File: config.mk
export PLATFORM = sky130hd
export DESIGN_NAME = pwm8_channel
export DESIGN_NICKNAME = d
export VERILOG_FILES = /design/src/rtl/pwm_ch_pkg.sv /design/src/rtl/pwm_ch_regs.sv /design/src/rtl/pwm_ch_core.sv /design/src/rtl/pwm8_channel.sv
export SDC_FILE = /design/constraint.sdc
export NUM_CORES = 1
export LEC_CHECK = 0
export CAP_MARGIN = 20
export CORE_MARGIN = 10
export CORE_UTILIZATION = 48
export CTS_BUF_LIST = sky130_fd_sc_hd__clkbuf_2
export DETAILED_ROUTE_END_ITERATION = 8
export GPL_TIMING_DRIVEN = 0
export PLACE_DENSITY_LB_ADDON = 0.25
export SYNTH_ARGS = -nofsm -noshare
export SYNTH_HDL_FRONTEND = slang
export SYNTH_SLANG_ARGS = --single-unit
File: constraint.sdc
create_clock -name clk -period 1.38 [get_ports clk]
set_input_delay 0.276 -clock clk [delete_from_list [all_inputs] [get_ports clk]]
set_output_delay 0.276 -clock clk [all_outputs]
set_load 0.01 [all_outputs]
File: src/rtl/pwm_ch_pkg.sv
package pwm_ch_pkg;
   typedef enum logic [1:0] {
      REG_MODE   = 2'd0,
      REG_CMP_LO = 2'd1,
      REG_CMP_HI = 2'd2,
      REG_NONE   = 2'd3
   } reg_addr_e;

   localparam int MODE_EN_BIT  = 0;
   localparam int MODE_PWM_BIT = 1;
   localparam int ADDR_W       = 2;
endpackage

File: src/rtl/pwm_ch_regs.sv
module pwm_ch_regs
   import pwm_ch_pkg::*;
#(
   parameter int CW = 8
) (
   input  logic              clk,
   input  logic              rst_n,
   input  logic [ADDR_W-1:0] bus_addr,
   input  logic              bus_wr,
   input  logic [CW-1:0]     bus_wdata,
   input  logic              reload,
   output logic              cmp_en,
   output logic              pwm_sel,
   output logic [CW-1:0]     cmp_lo,
   output logic [CW-1:0]     cmp_hi,
   output logic [CW-1:0]     bus_rdata
);
   localparam int PAD_W = CW - 2;

   logic wr_mode, wr_lo, wr_hi;
   logic [CW-1:0] mode_rd;

   assign wr_mode = bus_wr && (bus_addr == REG_MODE);
   assign wr_lo   = bus_wr && (bus_addr == REG_CMP_LO);
   assign wr_hi   = bus_wr && (bus_addr == REG_CMP_HI);

   // Enable bit: explicit mode write, or the side effects of compare writes
   always_ff @(posedge clk or negedge rst_n) begin
      if (!rst_n) begin
         cmp_en  <= 1'b0;
         pwm_sel <= 1'b0;
      end else begin
         if (wr_mode) begin
            cmp_en  <= bus_wdata[MODE_EN_BIT];
            pwm_sel <= bus_wdata[MODE_PWM_BIT];
         end else if (wr_lo) begin
            cmp_en <= 1'b0;
         end else if (wr_hi) begin
            cmp_en <= 1'b1;
         end
      end
   end

   // Working compare byte: a bus write wins over the wrap reload
   always_ff @(posedge clk or negedge rst_n) begin
      if (!rst_n)      cmp_lo <= '0;
      else if (wr_lo)  cmp_lo <= bus_wdata;
      else if (reload) cmp_lo <= cmp_hi;
   end

   always_ff @(posedge clk or negedge rst_n) begin
      if (!rst_n)     cmp_hi <= '0;
      else if (wr_hi) cmp_hi <= bus_wdata;
   end

   generate
      if (PAD_W > 0) begin : g_pad
         assign mode_rd = {{PAD_W{1'b0}}, pwm_sel, cmp_en};
      end else begin : g_nopad
         assign mode_rd = {pwm_sel, cmp_en};
      end
   endgenerate

   always_comb begin
      unique case (bus_addr)
         REG_MODE:   bus_rdata = mode_rd;
         REG_CMP_LO: bus_rdata = cmp_lo;
         REG_CMP_HI: bus_rdata = cmp_hi;
         default:    bus_rdata = '0;
      endcase
   end

   p_wr_lo_clears_en_r7: assert property (@(posedge clk) disable iff (!rst_n)
      wr_lo |=> !cmp_en);
   p_wr_hi_sets_en_r8: assert property (@(posedge clk) disable iff (!rst_n)
      wr_hi |=> cmp_en);
   p_reload_r4: assert property (@(posedge clk) disable iff (!rst_n)
      (reload && !wr_lo) |=> (cmp_lo == $past(cmp_hi)));
   p_no_reload_r1: assert property (@(posedge clk) disable iff (!rst_n)
      (!reload && !wr_lo) |=> $stable(cmp_lo));
endmodule

File: src/rtl/pwm_ch_core.sv
module pwm_ch_core #(
   parameter int CW           = 8,
   parameter bit FULL_AT_ZERO = 1'b1
) (
   input  logic          clk,
   input  logic          rst_n,
   input  logic          active,
   input  logic [CW-1:0] cnt_lo,
   input  logic          cnt_ovf,
   input  logic [CW-1:0] cmp_lo,
   input  logic [CW-1:0] cmp_hi,
   output logic          pwm_out
);
   logic match;
   logic wrap_level;

   assign match = (cnt_lo == cmp_lo);

   // Level the output takes at a wrap; the zero-duty-word variant stays high
   generate
      if (FULL_AT_ZERO) begin : g_full
         assign wrap_level = (cmp_hi == '0);
      end else begin : g_plain
         assign wrap_level = 1'b0;
      end
   endgenerate

   always_ff @(posedge clk or negedge rst_n) begin
      if (!rst_n)       pwm_out <= 1'b0;
      else if (!active) pwm_out <= 1'b0;
      else if (cnt_ovf) pwm_out <= wrap_level;
      else if (match)   pwm_out <= 1'b1;
   end

   p_match_sets_r2: assert property (@(posedge clk) disable iff (!rst_n)
      (active && !cnt_ovf && match) |=> pwm_out);
   p_hold_high_r2: assert property (@(posedge clk) disable iff (!rst_n)
      (active && !cnt_ovf && pwm_out) |=> pwm_out);
   p_wrap_clears_r3: assert property (@(posedge clk) disable iff (!rst_n)
      (active && cnt_ovf && (cmp_hi != '0)) |=> !pwm_out);
   p_off_low_r1: assert property (@(posedge clk) disable iff (!rst_n)
      !active |=> !pwm_out);
   generate
      if (FULL_AT_ZERO) begin : g_zchk
         p_zero_full_r6: assert property (@(posedge clk) disable iff (!rst_n)
            (active && cnt_ovf && (cmp_hi == '0)) |=> pwm_out);
      end
   endgenerate
endmodule

File: src/rtl/pwm8_channel.sv
module pwm8_channel
   import pwm_ch_pkg::*;
#(
   parameter int CW           = 8,
   parameter bit FULL_AT_ZERO = 1'b1
) (
   input  logic              clk,
   input  logic              rst_n,
   input  logic [CW-1:0]     cnt_lo,
   input  logic              cnt_ovf,
   input  logic [ADDR_W-1:0] bus_addr,
   input  logic              bus_wr,
   input  logic [CW-1:0]     bus_wdata,
   output logic [CW-1:0]     bus_rdata,
   output logic              pwm_out
);
   generate
      if (CW < 2) begin : g_bad_cw
         $fatal(1, "pwm8_channel: CW must be at least 2 for the mode byte");
      end
   endgenerate

   logic          cmp_en, pwm_sel, active;
   logic [CW-1:0] cmp_lo, cmp_hi;

   assign active = cmp_en && pwm_sel;

   pwm_ch_regs #(.CW(CW)) u_regs (
      .clk       (clk),
      .rst_n     (rst_n),
      .bus_addr  (bus_addr),
      .bus_wr    (bus_wr),
      .bus_wdata (bus_wdata),
      .reload    (active && cnt_ovf),
      .cmp_en    (cmp_en),
      .pwm_sel   (pwm_sel),
      .cmp_lo    (cmp_lo),
      .cmp_hi    (cmp_hi),
      .bus_rdata (bus_rdata)
   );

   pwm_ch_core #(.CW(CW), .FULL_AT_ZERO(FULL_AT_ZERO)) u_core (
      .clk     (clk),
      .rst_n   (rst_n),
      .active  (active),
      .cnt_lo  (cnt_lo),
      .cnt_ovf (cnt_ovf),
      .cmp_lo  (cmp_lo),
      .cmp_hi  (cmp_hi),
      .pwm_out (pwm_out)
   );
endmodule

# Word-level counts from Yosys, hierarchy flattened
# Index checks and enable logic that the tools add are counted.
# totals
register_bits	19
latch_bits	0
ram_bits	0
mem_bits_ro	0
in_bits	22
out_inout_bits	9
n_memories	0
# op_classes
n_addsub	0
multipliers	0
n_div	0
magnitude_cmp	0
n_eq_ne	4
shifts	0
mux	9
bitwise_logic	0
n_reduce_logical	9
# ops
operator	count
$pmux 8 s3	1
$mux 8	2
$eq 8x8->1	1
$logic_not 8->1	1
$mux 1	6
$logic_and 1x1->1	5
$ne 3x2->1 const B	1
$reduce_bool 3->1	1
$eq 2x1->1 const B	1
$eq 2x2->1 const B	1
$logic_not 2->1	1
$reduce_bool 2->1	1

# Depth between registers and ports, before layout
# logic_depth
depth_word	5
depth_mapped	5

# Cells and area by module
# A second synthesis with hierarchy kept.
# unflattened
hier_cells	84
hier_area_um2	1094.8
# modules_own_cells
module	n_inst	cells_per_inst	area_each_um2
pwm_ch_regs	1	66	937.1
pwm_ch_core	1	16	145.1
pwm8_channel	1	2	12.5

# Worst setup path before layout
# OpenSTA, ideal clock, no wires.
# synth_path
path_type	flip-flop to flip-flop
start	reg u_regs.cmp_lo[6]
end	reg u_core.pwm_out
t_arrival_ns	1.076
t_required_ns	1.286
setup_slack_ns	0.210
path_stages_with_launch	5
synth_period_minus_slack_ns	1.170
cell_sequence	dfrtp_1 xor2_1 nor4_1 a211oi_1 a211oi_1
# synth_between
elab_chain_len	2
# synth_rtl
item	line	text
from (decl)	pwm_ch_regs.sv:14	output logic [CW-1:0] cmp_lo,
from (signal assigned)	pwm_ch_regs.sv:47	else if (wr_lo) cmp_lo <= bus_wdata;
from (signal assigned)	pwm_ch_regs.sv:48	else if (reload) cmp_lo <= cmp_hi;
$eq 8x8->1	pwm_ch_core.sv:17	assign match = (cnt_lo == cmp_lo);
$ne 3x2->1 (no line)	--	
to (signal assigned)	pwm_ch_core.sv:31	else if (cnt_ovf) pwm_out <= wrap_level;
to (decl)	pwm_ch_core.sv:12	output logic pwm_out
# No other way between the ends.
# A chain may end at the register's enable or synchronous reset.

# Worst setup path after layout
# layout_path
start	reg u_regs.cmp_lo[3]
end	out bus_rdata[3]
# layout_between
elab_chain_len	1
# layout_rtl
item	line	text
$pmux 8 s3	pwm_ch_regs.sv:65	unique case (bus_addr)
to (decl)	pwm8_channel.sv:14	output logic [CW-1:0] bus_rdata,
# No other way between the ends.

==> qor.csv <==
metric,value,unit
outcome,finished with violations,
violations,setup timing,
syn2layout_area_growth,48.5,%
clkSinkCount,19,
fp.dieH,65.9,um
p_clk_share,15.1,%
crit_path_end_kind,output port,
fin_cells,175,
netlist_instances,93,
fin_nets,171,
synth.area.top_cells,"dfrtp_1, mux2_2, mux2i_1, xor2_1, a22o_1",
synth_fp_nets,115,
synthesis.area,1010,sq um
slew_violations,0,
hold_violations,0,
fin_worst_skew,0.00624,ns
met1Wirelength,1170,um
rows,16,
layout_min_cycle_time,1.39,ns
port_buffers,30,
drive_gt1_share,35.1,%
finalSetupViolCount,5,
ctsLongestPathBuffers,2,
drtPass1Iterations,4,
yosys_warnings,0,
ys_ff_latch,19,
hp-class,in -> reg,
first_iter_violations,85,
synth_compound_area_share,12.8,%
fin_crit_sh,101,%
synthSimpleGateAreaFrac,11.6,%
route.met3.wl,244,um
synthMuxAreaShare,20.0,%
avgSynthCellArea,10.9,sq um
setup_slack,-0.0128,ns
die_area,4340,sq um
synth_top_family_by_area,multiplexers,
worst-r2r-setup-slack,-0.01,ns
r2r_cells,5,
wl,3030,um
die_w,65.9,um
wire_per_inst,17.3,um
cp.arrival,1.12,ns
path_max_fanout,2,
synth.distinct_cells,20,
grt_pass1_wl,4830,um
vias,935,
postRouteAntennaNets,0,
highest_layer,met4,
yosys.area_share.adder,0,%
p_leak,0.000740,uW
relSlewSlack,42.9,%
seq_power_share,44.8,%
post-route-drc-count,0,
ir_drop,0.000843,V
wl_met2,1600,um
switching_share,32.9,%
rsz0062_at_grt,true,
numCtsBuffers,3,
gp_congestion,0.756,
power.switching,556,uW
grt_overflow,0,
power_frac_comb,40.1,%
hpwlAfterDp,1970,um
diodes,0,
holdBufCountCts,0,
fmax,718,MHz
cp.required,1.10,ns
antenna_found_initial,0,
critPathKind,reg -> out,
layout_commonest_cell,buf_4,
synth_xor_area_share,6.94,%
seq_area_frac_synth,47.1,%
tightest_slew,0.855,ns
hold_path_depth,2,
synth.largest_area_cell,dfrtp_1,
whs,0.169,ns
whs_endpoint,u_regs.cmp_en,
grt_max_degree,20,
reg2reg_to,u_core.pwm_out,
cts_tree,built,
vias_per_cell,5.34,
cts.clk_slew.worst_paths,0.18,ns
final_cell_mix,"buf_4, clkdlybuf4s50_1, dfrtp_1",
internal-power,1130,uW
core_region_area,1980,sq um
max_cap_violations,0,
insertion_delay,0.32,ns
start_kind,flop,
powerDensity,1130,nW/um^2
start_util,50.9,%
netlist.area_leader.share,47.1,%
io_pins,31,
grt_usage,14.1,%
rr_startpoint,u_regs.cmp_lo[5],
dp_cells,150,
cts_root_buf,clkbuf_2,
grt_pass1_vias,1007,
hp-start,bus_addr[0],
cts-htree-levels,1,
flip-flops by register name, summed over array words and instances (netlist names):
name and flops:
u_regs.cmp_hi 8, u_core.pwm_out 1, u_regs.cmp_en 1, u_regs.pwm_sel 1
u_regs.cmp_lo 8
kinds of logic (layout without fill, tap and decap cells):
kind of cell | after synthesis | after routing
AO/OA/AOI/OAI | 20 | 20
buffers and inverters | 3 | 58
flip-flops | 19 | 19
multiplexers | 19 | 19
XOR/XNOR | 8 | 8
AND/OR/NAND/NOR | 24 | 24
stage by stage:
step	TNS, ns	instance area (sq um)	utilization, %	power (uW)	worst slack (ns)
after detailed placement	-16.33	1340	67.8	1290	-1.11
after global placement	-15.71	1340	67.8	1260	-1.08
after CTS	-0.0599	1480	74.6	1660	-0.0599
final	-0.0353	1500	75.6	1690	-0.0128
after floorplan	0	1010	-	1050	0.210
after global routing	-0.521	1500	75.6	1800	-0.123
per-layer routing:
layer  track usage, %  up-vias
met5                0        -
met4             3.21        0
met3             3.90        2
met2             25.8       34
met1             15.5      450
li1                 -      449
worst max path at each step:
stage	startpoint	end	slack [ns]	cells after the start
floorplan	u_regs.cmp_lo[6]	u_core.pwm_out	0.21	4
global placement	bus_addr[0]	bus_rdata[7]	-1.08	5
detailed placement	bus_addr[0]	bus_rdata[3]	-1.11	5
CTS	u_regs.cmp_lo[5]	u_core.pwm_out	-0.06	5
global route	u_regs.cmp_lo[5]	u_core.pwm_out	-0.12	5
finish	u_regs.cmp_lo[3]	bus_rdata[3]	-0.01	2
critical path, cell delays in order (launching register included):
cell     delay [ns]
dfrtp_1        0.44
a22o_1         0.22
buf_2          0.14
Yosys cell counts (all sizes together):
library cell / count
dfrtp: 19
nand2: 14
mux2i: 10
o21ai: 10
mux2: 9
xor2: 8
a22o: 6
nor4: 4
nor2: 3
a211oi: 2
buf: 2
a21oi: 1
and2b: 1
inv: 1
nand2b: 1
nand3: 1
o22ai: 1
power by group through the flow:
| stage | clock, uW | sequential (uW) | combinational, uW |
|---|---|---|---|
| 4_1_cts | 257 | 749 | 654 |
| 2_1_floorplan | 0 | 782 | 270 |
| 3_3_place_gp | 0 | 807 | 457 |
| 5_1_grt | 287 | 769 | 740 |
| 3_5_place_dp | 0 | 817 | 468 |
| 6_report | 256 | 757 | 678 |
area by class of cell:
type	count	area, sq um
multi-input combinational	71	542
fill	131	483
sequential	19	475
timing repair buffer	51	409
tap	27	33.8
clock buffer	4	20.0
buffer	2	15.0
inverter	1	3.75
what timing repair did:
| item | 4_1_cts | 5_1_grt |
|---|---|---|
| pin swaps | 2 | 5 |
| buffers inserted | 19 | 2 |
| resized for setup | 49 | 2 |
| endpoints found under the setup margin | 25 | 14 |
(Power assumes the default switching activity.)
